`src/rtl/ocal_pkg.sv`:
```
`timescale 1ns/1ps
package ocal_pkg;
  typedef enum logic [2:0] {
    ST_IDLE,
    ST_SETTLE,
    ST_GAP,
    ST_TAKE,
    ST_FINISH
  } ocal_state_e;
endpackage

```
`src/rtl/ocal_timer.sv`:
```
`timescale 1ns/1ps
module ocal_timer #(
  parameter int W = 8
) (
  input  logic         clk,
  input  logic         rst_n,
  input  logic         load,
  input  logic [W-1:0] load_val,
  output logic         zero
);
  logic [W-1:0] cnt_q;

  always_ff @(posedge clk or negedge rst_n) begin
    if (!rst_n)            cnt_q <= '0;
    else if (load)         cnt_q <= load_val;
    else if (cnt_q != '0)  cnt_q <= cnt_q - 1'b1;
  end

  assign zero = (cnt_q == '0);
endmodule

```
`src/rtl/ocal_accum.sv`:
```
`timescale 1ns/1ps
module ocal_accum #(
  parameter int RES_W    = 10,
  parameter int SMP_LOG2 = 4
) (
  input  logic                    clk,
  input  logic                    rst_n,
  input  logic                    clear,
  input  logic                    add,
  input  logic [RES_W-1:0]        sample,
  input  logic                    latch,
  output logic signed [RES_W:0]   corr
);
  localparam int ACC_W = RES_W + SMP_LOG2;
  localparam logic [RES_W:0] MID = (RES_W+1)'(1) << (RES_W - 1);

  logic [ACC_W-1:0]      acc_q;
  logic [RES_W-1:0]      avg;
  logic signed [RES_W:0] diff;

  always_ff @(posedge clk or negedge rst_n) begin
    if (!rst_n)     acc_q <= '0;
    else if (clear) acc_q <= '0;
    else if (add)   acc_q <= acc_q + ACC_W'(sample);
  end

  // Average by dropping the low SMP_LOG2 bits (truncation).
  assign avg  = acc_q[ACC_W-1:SMP_LOG2];
  assign diff = $signed(MID - {1'b0, avg});

  always_ff @(posedge clk or negedge rst_n) begin
    if (!rst_n)     corr <= '0;
    else if (latch) corr <= diff;
  end
endmodule

```
`src/rtl/offset_cal_seq.sv`:
```
`timescale 1ns/1ps
module offset_cal_seq
  import ocal_pkg::*;
#(
  parameter int RES_W      = 10,
  parameter int SMP_LOG2   = 4,
  parameter int SETTLE_CYC = 200000,
  parameter int GAP_CYC    = 12
) (
  input  logic                  clk,
  input  logic                  rst_n,
  input  logic                  start_i,
  output logic                  busy_o,
  output logic                  done_o,
  input  logic                  res_valid_i,
  input  logic [RES_W-1:0]      res_data_i,
  output logic                  res_ready_o,
  output logic                  cmp_sense_o,
  output logic                  ch0_force_o,
  output logic signed [RES_W:0] corr_o
);
  localparam int TMR_MAX = (SETTLE_CYC > GAP_CYC) ? SETTLE_CYC : GAP_CYC;
  localparam int TMR_W   = $clog2(TMR_MAX + 1);
  localparam logic [TMR_W-1:0] SETTLE_LD = TMR_W'(SETTLE_CYC - 1);
  localparam logic [TMR_W-1:0] GAP_LD    = TMR_W'(GAP_CYC - 1);

  ocal_state_e        st_q, st_d;
  logic               tmr_load, tmr_zero;
  logic [TMR_W-1:0]   tmr_val;
  logic               acc_clr, acc_add, acc_latch;
  logic [SMP_LOG2-1:0] smp_cnt_q;
  logic               last_smp;
  logic               done_q;

  assign last_smp = (smp_cnt_q == {SMP_LOG2{1'b1}});

  always_comb begin
    st_d      = st_q;
    tmr_load  = 1'b0;
    tmr_val   = '0;
    acc_clr   = 1'b0;
    acc_add   = 1'b0;
    acc_latch = 1'b0;
    case (st_q)
      ST_IDLE: if (start_i) begin
        st_d     = ST_SETTLE;
        tmr_load = 1'b1;
        tmr_val  = SETTLE_LD;
        acc_clr  = 1'b1;
      end
      ST_SETTLE: if (tmr_zero) begin
        st_d     = ST_GAP;
        tmr_load = 1'b1;
        tmr_val  = GAP_LD;
      end
      ST_GAP: if (tmr_zero) st_d = ST_TAKE;
      ST_TAKE: if (res_valid_i) begin
        acc_add = 1'b1;
        if (last_smp) begin
          st_d = ST_FINISH;
        end else begin
          st_d     = ST_GAP;
          tmr_load = 1'b1;
          tmr_val  = GAP_LD;
        end
      end
      ST_FINISH: begin
        acc_latch = 1'b1;
        st_d      = ST_IDLE;
      end
      default: st_d = ST_IDLE;
    endcase
  end

  always_ff @(posedge clk or negedge rst_n) begin
    if (!rst_n) begin
      st_q      <= ST_IDLE;
      smp_cnt_q <= '0;
      done_q    <= 1'b0;
    end else begin
      st_q   <= st_d;
      done_q <= acc_latch;
      if (acc_clr)      smp_cnt_q <= '0;
      else if (acc_add) smp_cnt_q <= smp_cnt_q + 1'b1;
    end
  end

  ocal_timer #(.W(TMR_W)) u_timer (
    .clk      (clk),
    .rst_n    (rst_n),
    .load     (tmr_load),
    .load_val (tmr_val),
    .zero     (tmr_zero)
  );

  ocal_accum #(.RES_W(RES_W), .SMP_LOG2(SMP_LOG2)) u_accum (
    .clk    (clk),
    .rst_n  (rst_n),
    .clear  (acc_clr),
    .add    (acc_add),
    .sample (res_data_i),
    .latch  (acc_latch),
    .corr   (corr_o)
  );

  assign busy_o      = (st_q != ST_IDLE);
  assign cmp_sense_o = busy_o;
  assign ch0_force_o = busy_o;
  assign res_ready_o = (st_q == ST_TAKE);
  assign done_o      = done_q;
endmodule

```
`config.mk`:
```
export PLATFORM = sky130hd
export DESIGN_NAME = offset_cal_seq
export DESIGN_NICKNAME = d
export VERILOG_FILES = /design/src/rtl/ocal_pkg.sv /design/src/rtl/ocal_timer.sv /design/src/rtl/ocal_accum.sv /design/src/rtl/offset_cal_seq.sv
export SDC_FILE = /design/constraint.sdc
export NUM_CORES = 1
export LEC_CHECK = 0
export ABC_AREA = 1
export BUFFER_PORTS_ARGS = -buffer_cell sky130_fd_sc_hd__buf_2
export CORE_ASPECT_RATIO = 0.6
export CORE_MARGIN = 8
export CORE_UTILIZATION = 60
export CTS_CLUSTER_SIZE = 10
export DETAILED_ROUTE_END_ITERATION = 6
export GPL_TIMING_DRIVEN = 1
export PLACE_DENSITY = 0.77
export RECOVER_POWER = 100
export SYNTH_ARGS = -nofsm -noshare
export SYNTH_HDL_FRONTEND = slang
export SYNTH_HIERARCHICAL = 1
export SYNTH_SLANG_ARGS = --single-unit
```
`constraint.sdc`:
```
create_clock -name clk -period 2.8 [get_ports clk]
set_input_delay 0.14 -clock clk [delete_from_list [all_inputs] [get_ports clk]]
set_output_delay 0.14 -clock clk [all_outputs]
set_load 0.005 [all_outputs]
```
# Word level (Yosys, flattened, before mapping)
# Index checks and enable logic that the tools add are counted.
[totals]
out_inout_bits = 16
ramBits = 0
latchBits = 0
elab_cells = 52
memories = 0
rom_bits = 0
ff_bits = 51
input_bits = 14
[classes]
n_reduce_logical = 7
mul = 0
n_mux = 26
div_mod_pow = 0
shifts = 0
bitwise_logic = 0
n_eq_ne = 9
n_lt_le_gt_ge = 0
addsub = 4
[ops]
columns = ["operator", "n"]
rows = [
  ["$mux 18", 3],
  ["$pmux 18 s3", 1],
  ["$mux 14", 2],
  ["$mux 4", 5],
  ["$logic_not 18->1", 1],
  ["$reduce_bool 18->1", 1],
  ["$sub 18x1->18 const B", 1],
  ["$mux 3", 5],
  ["$add 14x10->14", 1],
  ["$pmux 3 s4", 1],
  ["$sub 10x10->11 const A", 1],
  ["$mux 1", 8],
  ["$ne 2x2->1 const B", 4],
  ["$eq 3x2->1 const B", 2],
  ["$add 4x1->4 const B", 1],
  ["$eq 4x4->1 const B", 1],
  ["$reduce_and 4->1", 1],
  ["$reduce_bool 2->1", 2],
  ["$eq 3x1->1 const B", 1],
  ["$eq 3x3->1 const B", 1],
  ["$logic_not 3->1", 1],
  ["$pmux 1 s3", 1],
  ["$reduce_bool 3->1", 1],
]

# Longest topological paths before layout
# Gate-level depths: netlist of run 1.
[depth]
word_depth = 5
mapped_depth = 13
depth_no_buf = 13

# Hierarchy
# The synthesis of run 1 kept the hierarchy.
[by_module_without_submodules]
columns = ["module", "seq_area_each_um2", "instances", "cells_per_inst", "area_each_um2"]
rows = [
  ["ocal_accum", 625.6, 1, 240, 1710.4],
  ["ocal_timer", 450.4, 1, 180, 1239.9],
  ["offset_cal_seq", 200.2, 1, 66, 503.0],
]

# Worst setup path after synthesis of run 1
# Ideal clock, no wire load.
[synth_path]
path_kind = "register to register"
start = "register u_timer.cnt_q[0]"
end = "register u_timer.cnt_q[4]"
path_stages_with_launch = 13
synth_period_minus_slack_ps = 2298
path_buffers = 1
slack_ps = 502
t_arrival_ps = 2178
path_cell_list = "dfrtp_1 -> inv_1 -> ha_1 -> nand2_4 -> nor2_8 -> nand4_1 -> nor2_2 -> inv_1 -> o211ai_1 -> inv_2 -> buf_2 -> o21ai_0 -> nor2_1"
[synth_via]
elab_chain_cells = 4
word_cells_on_any_way = 8
[synth_rtl]
columns = ["item", "line", "text"]
rows = [
  ["start: declaration", "ocal_timer.sv:11", "logic [W-1:0] cnt_q;"],
  ["start signal: assignment", "ocal_timer.sv:15", "else if (load) cnt_q <= load_val;"],
  ["start signal: assignment", "ocal_timer.sv:16", "else if (cnt_q != '0) cnt_q <= cnt_q - 1'b1;"],
  ["$logic_not 18->1 *", "ocal_timer.sv:19", "assign zero = (cnt_q == '0);"],
  ["net tmr_zero", "offset_cal_seq.sv:28", "logic tmr_load, tmr_zero;"],
  ["$mux 1 *", "offset_cal_seq.sv:51", "ST_SETTLE: if (tmr_zero) begin"],
  ["$pmux 1 s3 *", "offset_cal_seq.sv:44", "case (st_q)"],
  ["net tmr_load", "offset_cal_seq.sv:28", ""],
  ["$mux 18 or $reduce_bool 2->1 (tied branches)", "n/a", ""],
]
# Mark *: on every way through the listed nets, which the timed path passes. The rest lies on a longest branch. The select of a mux whose other input is x is not followed.
# A chain may end at the register's enable or synchronous reset.

# Final worst setup path of run 1
[layout_path]
start = "register u_timer.cnt_q[0]"
end = "register u_timer.cnt_q[12]"
# The elaborated chain is that of the path after synthesis.

==> run_results.csv, run 1 <==
group,metric,value,unit
status,status,"complete, no violations",
logic_synthesis,synth_cell_types,40,
sta,slew_violations,0,
logic_synthesis,synth.avg_cell_area,7.11,um^2
placed_design,port_buffers,29,
worst_setup_path,cpPeakStageDelay,380,ps
worst_setup_path,cp.required,3030,ps
sta,tightest_slew,1250,ps
floorplanning,core_area,5570,um^2
routing,drtIter0Drc,298,
clocking,clock_tree.root_cell,"clkbuf_8",
global_routing,grt_pass1_wl,13.3,mm
floorplanning,initial_core_util,62.0,%
sta,finClkSkew,6.78,ps
sta,min_period,2500,ps
clocking,cts_tree,"done",
sta,slew_headroom,16.7,%
sta,hold_viol_final,0,
placed_design,hpwl,6.02,mm
routing,vias_per_cell,5.14,
clocking,htree_levels,2,
final_layout,postLayoutCoreUtil,67.1,%
sta,max_freq,0.400,GHz
routing,num_vias,3111,
clocking,clkSinkCount,51,
sta,finalSetupViolCount,0,
clocking,clock_path_buffers,2,
clocking,clkLatencyLatePin,300,ps
final_layout,stdcell_area,3740,um^2
global_routing,grt_use_total,19.7,%
placed_design,place_congestion,0.890,
worst_hold_path,hold_depth,3,
worst_setup_path,setup.worst_path.class,"register to register",
final_layout,synthToLayoutAreaGrowth,8.26,%
sta,period_share,89.3,%
sta,rsz0062_at_grt,"false",
floorplanning,die-area,8520,um^2
floorplanning,fp-row-count,21,
routing,drtAntennaViolNets,0,
job,cap_violations,0,
logic_synthesis,ys_warn_count,6,
placed_design,placed_cells_incl_taps,596,
floorplanning,die-width,114,um
pwr,pwr_density_cell,985,nW/um^2
global_routing,antenna_found_initial,0,
routing,drc_errors,0,
clocking,cts_buffers,5,
global_routing,grt_max_degree,25,
logic_synthesis,syn_inst,486,
clocking,clk_pin_slew_worst_paths,90,ps
sta,fin_setup_tns,0,ps
worst_setup_path,crit_fanout,17,
worst_setup_path,worstPathArrival,2730,ps
final_layout,final_cell_mix,"nand2_1 (140), inv_1 (58), nor2_1 (52)",
final_layout,fin_nets,552,
worst_hold_path,hp-class,"input port to register",
global_routing,first_global_vias,2784,
placed_design,placed_cell_area,3690,um^2
worst_setup_path,cp-end-kind,"register",
final_layout,antenna_cells,0,
floorplanning,pin_count,30,
clocking,cts_setup_buffers,0,
pwr,ir_drop,0.557,mV
routing,routedWlPerCell,12.9,um
logic_synthesis,ys_seq_area_share,37.0,%
routing,routed_wl,7.81,mm
logic_synthesis,ys_ff_latch,51,
final_layout,final_cells,605,
worst_setup_path,cp_cell_sequence,"inv_1 > ha_1 > nand2_4 > nor2_8 > nand4_1 > nor2_1 > inv_1 > o211ai_1 > inv_2 > nand4_2 > inv_2 > a21oi_1",
final_layout,drive_above_1_share,12.6,%
worst_setup_path,r2r.worst_path.cells,12,
global_routing,grt-ovfl-total,0,
logic_synthesis,synthesis.area,3450,um^2
floorplanning,die_h,74.8,um
final_layout,final_common_cell,"nand2_1",
worst_setup_path,cp-start-kind,"register",
worst_setup_path,cp_slowest_cell,"dfrtp_1",
routing,first_pass_iters,5,
pwr,power_leakage,1.99,nW
-- worst max-delay path, delay by kind of cell, from the launching register on --
family,cells,cell delay (ps)
flops,1,380
fa+ha+maj,1,280
buf+inv,4,540
simple gates,5,840
compound gates,2,380
-- per-layer routing --
layer	vias to the layer above	GRT usage, %	routed length [um]	share of wire (%)
met2	94	26.5	2910	37
met1	1389	30.4	4310	55
met3	5	4.48	537	6.9
met5	-	0	0	0
li1	1623	-	-	-
met4	0	4.83	55	0.70
-- cell usage after synthesis, drive strengths merged --
library cell	instances	area [um^2]
nor2	64	327
clkinv	1	5.00
clkbuf	2	7.51
inv	66	248
a21oi	25	129
buf	7	52.5
nand2	150	601
nand4	5	52.6
or2	2	12.5
xor2	3	26.3
a31oi	2	12.5
o21ai	34	174
nand3	46	248
nand3b	1	7.51
o211ai	2	15.0
o22ai	3	18.8
a22o	1	10.0
dfrtp	51	1280
fa	1	20.0
and3	1	6.26
xnor2	3	26.3
ha	13	163
conb	1	3.75
and2	2	12.5
-- state kept, by name (all words and copies together) (netlist names) --
| signal | cells |
|---|---|
| u_accum/corr | 11 |
| st_q | 3 |
| smp_cnt_q | 4 |
| u_timer/cnt_q | 18 |
| done_o | 1 |
| u_accum/acc_q | 14 |
-- logic make-up after synthesis --
| family | synth area share (%) |
|---|---|
| simple gates | 36.7 |
| buf+inv | 9.06 |
| compound gates | 10.4 |
| flops | 37.0 |
| fa+ha+maj | 5.29 |
| xor+xnor | 1.52 |
| other cells | 0.109 |
-- stage by stage --
stage / hold WS [ps] / setup WS, ps / total power [mW]
final: 199 / 299 / 3.68
after global placement: 140 / 525 / 3.18
after detailed placement: 146 / 416 / 3.24
after global routing: 200 / 122 / 4.03
after floorplan: -156 / 502 / 2.81
after CTS: 156 / 402 / 3.72
-- cell type report --
type	count	area [um^2]
Tap cell	80	100
Sequential cell	51	1280
Clock buffer	8	100
Timing Repair Buffer	34	161
Multi-Input combinational cell	365	1850
Fill cell	523	1830
Inverter	67	253
-- final timing paths --
path	from	end	slack, ps
worst max-delay path	u_timer/cnt_q[0]	u_timer/cnt_q[12]	300
worst min-delay path	res_data_i[0]	u_accum/acc_q[0]	200
worst max register to register	u_timer/cnt_q[0]	u_timer/cnt_q[12]	300
worst min register to register	u_accum/corr[1]	u_accum/corr[1]	480
max in group asynchronous	rst_n	u_timer/cnt_q[6]	680
min in group asynchronous	rst_n	u_accum/acc_q[5]	620
-- report_power, final --
group	switching (mW)	total, mW	internal, mW	leakage, nW
registers	0.249	1.22	0.973	0.661
clock network	0.237	0.463	0.226	0.0515
logic	1.31	2.00	0.689	1.28
total	1.79	3.68	1.89	1.99
-- timing repair --
action / in CTS / in global routing
hold endpoints to repair: 19 / 0
gates resized for setup: 0 / 0
hold buffers: 1 / 0
(Power assumes the default switching activity.)
==> inputs of run 2 (changes only) <==
--- a/config.mk
+++ b/config.mk
@@ -15,6 +15,7 @@
 export GPL_TIMING_DRIVEN = 1
 export PLACE_DENSITY = 0.77
 export RECOVER_POWER = 100
+export REMOVE_ABC_BUFFERS = 1
 export SYNTH_ARGS = -nofsm -noshare
 export SYNTH_HDL_FRONTEND = slang
 export SYNTH_HIERARCHICAL = 1
==> run_results.csv, run 2 (synthesis results as in run 1) <==
group,metric,value,unit
floorplanning,die-area,8520,um^2
routing,first_pass_iters,5,
floorplanning,core_area,5570,um^2
clocking,cts_hold_buffers,1,
final_layout,largest_reg_flops,18,
routing,routed_wl,7.91,mm
final_layout,multiInputGateArea,1840,um^2
global_routing,antenna_found_initial,0,
final_layout,antenna_cells,0,
sta,finalSetupViolCount,0,
sta,slew_violations,32,
final_layout,fin_nets,552,
worst_setup_path,cpPeakStageDelay,530,ps
status,status,"finished with violations",
floorplanning,initial_core_util,62.0,%
worst_setup_path,cp.required,2980,ps
clocking,cts_buffers,5,
clocking,clock_path_buffers,2,
global_routing,grt_max_degree,32,
global_routing,grt_pass1_wl,13.6,mm
placed_design,place_congestion,0.914,
floorplanning,die-width,114,um
placed_design,hpwl,6.16,mm
routing,num_vias,3118,
worst_setup_path,reg2reg_to,"u_accum/acc_q[7]",
floorplanning,fp-row-count,21,
clocking,clkSinkCount,51,
clocking,clk_pin_slew_worst_paths,90,ps
worst_setup_path,r2r_slack,300,ps
worst_setup_path,cp_cell_sequence,"nand2_2 > nor2_1 > nand2_1 > clkinvlp_2 > nor2_1 > nor2_1 > inv_1 > a21oi_1 > o21ai_0 > o21ai_1",
routing,drc_errors,0,
global_routing,first_global_vias,2909,
worst_hold_path,hp-class,"input port to register",
final_layout,drive_above_1_share,11.6,%
worst_setup_path,cp-start-kind,"register",
worst_setup_path,worstPathArrival,2680,ps
sta,rsz0062_at_grt,"false",
worst_setup_path,r2r.worst_path.cells,10,
global_routing,grtUsageMet1,29.1,%
placed_design,port_buffers,29,
final_layout,synthToLayoutAreaGrowth,7.61,%
routing,routedWlPerCell,13.1,um
status,violations,"capacitance limit, slew limit",
worst_setup_path,path_buf_inv,2,
final_layout,final_cell_mix,"nand2_1 (141), inv_1 (60), nor2_1 (52)",
worst_setup_path,cp-endpoint,"u_accum/acc_q[7]",
worst_setup_path,path_common_cell,"nor2_1",
final_layout,nFillCells,520,
sta,slew_headroom,-13.9,%
worst_setup_path,cp-end-kind,"register",
clocking,htree_levels,2,
placed_design,place_ws,429,ps
pwr,power_leakage,1.98,nW
global_routing,busiest_layer,"met2",
sta,period_share,89.2,%
worst_setup_path,crit_fanout,7,
final_layout,register_area,1280,um^2
worst_setup_path,cp.depth,10,
clocking,clock_tree.root_cell,"clkbuf_8",
pwr,ir_drop,0.565,mV
sta,finClkSkew,5.32,ps
routing,drtIter0Drc,284,
clocking,cts_tree,"done",
job,cap_violations,1,
sta,fin_ws,301,ps
worst_setup_path,r2r_start,"st_q[0]",
global_routing,grt-ovfl-total,0,
worst_setup_path,startpoint,"st_q[0]",
routing,vias_per_cell,5.15,
placed_design,placed_cells_incl_taps,596,
routing,drtAntennaViolNets,0,
sta,max_freq,0.400,GHz
clocking,cts-resized-gates,0,
worst_setup_path,setup.worst_path.class,"register to register",
global_routing,met3_usage,3.76,%
floorplanning,pin_count,30,
global_routing,use_met2,29.6,%
final_layout,final_cells,605,
worst_setup_path,crit_family,"simple AND/OR/NAND/NOR gates",
global_routing,grt_use_total,19.8,%
sta,min_period,2500,ps
final_layout,reg_top3,"u_timer/cnt_q: 18 flops, u_accum/acc_q: 14 flops, u_accum/corr: 11 flops",
sta,hold_viol_final,0,
sta,tightest_slew,1710,ps
worst_hold_path,min_from,"res_data_i[0]",
final_layout,final_common_cell,"nand2_1",
worst_setup_path,cp_slowest_cell,"nor2_1",
floorplanning,die_h,74.8,um
pwr,pwr_density_cell,980,nW/um^2
final_layout,top_register,"u_timer/cnt_q",
clocking,cts_setup_buffers,0,
clocking,clkLatencyLatePin,300,ps
-- run 2: cell types whose count changed in the layout (fill, tap and decap cells not counted) --
cell	previous run	this run
clkinvlp_4	0	1
nand2_2	9	8
a21oi_1	24	25
inv_2	8	6
buf_2	19	18
clkbuf_8	7	5
inv_1	58	60
a21oi_2	1	0
clkbuf_1	14	15
nand2_1	140	141
clkinv_2	0	1
-- run 2: power breakdown --
group	total, mW	internal (mW)	switching, mW
clock	0.420	0.175	0.244
combinational	2.00	0.691	1.31
sequential	1.22	0.973	0.247
-- run 2: worst register-to-register path: stages (launching register included) --
cell and delay [ps]:
dfrtp_1 440, nand2_2 90, nor2_1 80, nand2_1 230, clkinvlp_2 230, nor2_1 530
nor2_1 250, inv_1 270, a21oi_1 70, o21ai_0 100, o21ai_1 100
-- run 2: area by class of cell --
| cell class | count | share of cell area [%] |
|---|---|---|
| sequential | 51 | 34.3 |
| clock inverter | 2 | 0.337 |
| tap | 80 | 2.69 |
| multi-input combinational | 365 | 49.6 |
| timing repair buffer | 34 | 4.31 |
| clock buffer | 6 | 1.95 |
| inverter | 67 | 6.80 |
-- run 2: through the flow --
step	instance area, um^2	total power [mW]	hold WS (ps)	utilization, %	TNS (ps)
6_report	3720	3.64	196	66.7	0
5_1_grt	3720	4.01	218	66.7	0
4_1_cts	3790	3.67	165	68.0	0
3_5_place_dp	3690	3.25	243	66.3	0
3_3_place_gp	3690	3.16	232	66.3	0
2_1_floorplan	3420	2.75	-156	-	-3000
-- run 2: worst min path at each step --
stage / to / slack [ps] / cells past startpoint
finish: u_accum/acc_q[0] / 200 / 3
detailed placement: u_accum/acc_q[1] / 240 / 1
CTS: smp_cnt_q[0] / 160 / 3
global placement: u_accum/acc_q[2] / 230 / 1
floorplan: done_o / -160 / 0
global route: u_accum/acc_q[0] / 220 / 3
-- run 2: metal layers --
metal,vias up,share of wire (%)
li1,1621,-
met1,1404,54
met2,88,39
met3,5,6.0
met4,0,0.51
met5,-,0
==> inputs of run 3 (changes only) <==
--- a/config.mk
+++ b/config.mk
@@ -5,7 +5,6 @@
 export SDC_FILE = /design/constraint.sdc
 export NUM_CORES = 1
 export LEC_CHECK = 0
-export ABC_AREA = 1
 export BUFFER_PORTS_ARGS = -buffer_cell sky130_fd_sc_hd__buf_2
 export CORE_ASPECT_RATIO = 0.6
 export CORE_MARGIN = 8
==> run_results.csv, run 3 <==
group,metric,value,unit
worst_setup_path,path_buf_inv,1,
sta,finClkSkew,4.18,ps
logic_synthesis,synth_cell_types,74,
logic_synthesis,synth_common_cells,"dfrtp_1 (51), nor2_1 (31), nand2_1 (28)",
final_layout,final_common_cell,"dfrtp_1",
logic_synthesis,synthesis.area,3390,um^2
routing,routedWlPerCell,15.8,um
worst_setup_path,cp_slowest_cell,"dfrtp_1",
floorplanning,die_h,74.2,um
routing,vias_per_cell,5.99,
final_layout,drive_above_1_share,14.2,%
sta,slew_headroom,10.7,%
status,status,"complete, no violations",
clocking,cts_buffers,5,
routing,routed_wl,7.41,mm
worst_setup_path,cp-end-kind,"register",
final_layout,top_register,"u_timer/cnt_q",
final_layout,nFillCells,455,
floorplanning,die-width,113,um
global_routing,grt_pass1_wl,12.8,mm
final_layout,synthToLayoutAreaGrowth,9.02,%
logic_synthesis,synthTopCellsByArea,"dfrtp_1 (38%), ha_1 (4.8%), a21oi_1 (3.7%)",
final_layout,antenna_cells,0,
logic_synthesis,syn_inst,360,
final_layout,largest_reg_flops,18,
clocking,clock_tree.root_cell,"clkbuf_8",
final_layout,multiInputGateArea,1950,um^2
logic_synthesis,synth.most_common_cell,"dfrtp_1",
worst_setup_path,worstPathArrival,2670,ps
sta,max_freq,0.401,GHz
sta,hold_viol_final,0,
final_layout,reg_top3,"u_timer/cnt_q: 18 flops, u_accum/acc_q: 14 flops, u_accum/corr: 11 flops",
sta,fin_ws,307,ps
final_layout,postLayoutCoreUtil,66.9,%
logic_synthesis,ys_seq_area_share,37.7,%
global_routing,grt_max_degree,37,
clocking,clkSinkCount,51,
logic_synthesis,ys_ff_latch,51,
routing,drc_errors,0,
final_layout,fin_nets,427,
global_routing,grt_use_total,19.0,%
global_routing,antenna_found_initial,0,
logic_synthesis,synth.avg_cell_area,9.40,um^2
clocking,clock_path_buffers,2,
worst_setup_path,cp_cell_sequence,"nor4_1 > nand4_1 > nor2_1 > a21oi_1 > o31ai_4 > buf_4 > nor3_1 > a2111oi_1",
global_routing,first_global_vias,2703,
floorplanning,fp-row-count,21,
placed_design,port_buffers,29,
routing,first_pass_iters,5,
sta,tightest_slew,1340,ps
sta,min_period,2490,ps
clocking,cts-resized-gates,0,
worst_setup_path,cpPeakStageDelay,420,ps
floorplanning,pin_count,30,
sta,period_share,89.0,%
placed_design,place_ws,331,ps
worst_setup_path,setup.worst_path.class,"register to register",
placed_design,hpwl,5.65,mm
floorplanning,die-area,8380,um^2
sta,rsz0062_at_grt,"false",
floorplanning,core_area,5520,um^2
logic_synthesis,synth_edf_count,0,
logic_synthesis,async_reset_ff_share,100,%
global_routing,grt-ovfl-total,0,
pwr,ir_drop,0.279,mV
pwr,pwr_density_cell,534,nW/um^2
routing,drtIter0Drc,219,
job,cap_violations,0,
placed_design,place_congestion,0.879,
worst_setup_path,cp-start-kind,"register",
routing,drtAntennaViolNets,0,
clocking,cts_tree,"done",
routing,num_vias,2807,
final_layout,register_area,1280,um^2
worst_setup_path,crit_family,"simple AND/OR/NAND/NOR gates",
logic_synthesis,yosysTopAreaCellShare,37.7,%
clocking,clk_pin_slew_worst_paths,90,ps
logic_synthesis,yosys_most_used_dff,"dfrtp_1",
pwr,power_leakage,1.58,nW
sta,slew_violations,0,
logic_synthesis,ys_warn_count,6,
final_layout,final_cell_mix,"dfrtp_1 (51), nor2_1 (32), nand2_1 (28)",
worst_setup_path,cp.required,2980,ps
logic_synthesis,synth_largest_area_cell,"dfrtp_1",
worst_setup_path,crit_fanout,36,
sta,finalSetupViolCount,0,
clocking,clkLatencyLatePin,300,ps
floorplanning,initial_core_util,61.4,%
worst_hold_path,hp-class,"input port to register",
clocking,htree_levels,2,
run 3: changes by cell type after synthesis, moves of 8 or more:
cell / change
nor2_1: -16
nand2_2: -8
or3_1: +8
nand2_1: -111
nor3_1: +8
mux2_2: +9
nand3_1: -34
o31ai_1: +14
nor2_2: -9
o21ai_0: -15
inv_2: -8
inv_1: -36
run 3: cell type report:
class	instances	share of cell area, %
clock buffers	6	1.97
clock inverters	2	0.339
inverters	23	2.34
multi-input cells	277	52.8
flip-flops and latches	51	34.6
well taps	69	2.34
repair buffers	41	5.63
run 3: worst min-delay path, delay by kind of cell:
| kind | cells | cell delay [ps] |
|---|---|---|
| AO/OA/AOI/OAI | 2 | 190 |
| buffers and inverters | 1 | 110 |
run 3: where the power goes:
part	switching (mW)	internal [mW]	total, mW	leakage [nW]
clock	0.239	0.175	0.414	0.0412
sequential	0.129	0.839	0.968	0.655
combinational	0.324	0.263	0.588	0.883
total	0.692	1.28	1.97	1.58
run 3: metal layers:
layer	track usage, %	part of all wire, %
met4	4.84	0.66
met5	0	0
met2	28.0	40
met3	3.97	7.2
met1	27.6	52
run 3: cells by family after synthesis:
family | after synthesis | synth area share (%)
compound gates | 87 | 18.6
mux | 17 | 5.47
xor+xnor | 16 | 4.14
other cells | 1 | 0.111
flops | 51 | 37.7
buf+inv | 38 | 4.80
simple gates | 136 | 23.8
fa+ha+maj | 14 | 5.40
run 3: metrics by stage:
stage	power, mW	instance area (um^2)	instances	hold WS [ps]	setup TNS (ps)
2_1_floorplan	1.40	3330	351	-156	-29120
3_3_place_gp	1.54	3660	460	159	0
3_5_place_dp	1.56	3660	460	161	0
4_1_cts	1.98	3760	469	160	0
5_1_grt	2.10	3690	469	194	0
6_report	1.97	3690	469	184	0
run 3: repair_timing:
action	CTS	global route
hold buffers	1	0
buffers inserted	0	0
hold endpoints to repair	24	0
run 3: worst paths after layout:
kind	endpoint	slack, ps	start	cells past startpoint
setup / recovery	u_timer/cnt_q[17]	310	u_timer/cnt_q[16]	8
hold / removal	st_q[0]	180	start_i	3
setup reg to reg	u_timer/cnt_q[17]	310	u_timer/cnt_q[16]	8
hold reg to reg	u_accum/corr[4]	510	u_accum/corr[4]	1
max in group asynchronous	u_accum/acc_q[11]	800	rst_n	3
min in group asynchronous	u_accum/acc_q[0]	670	rst_n	2
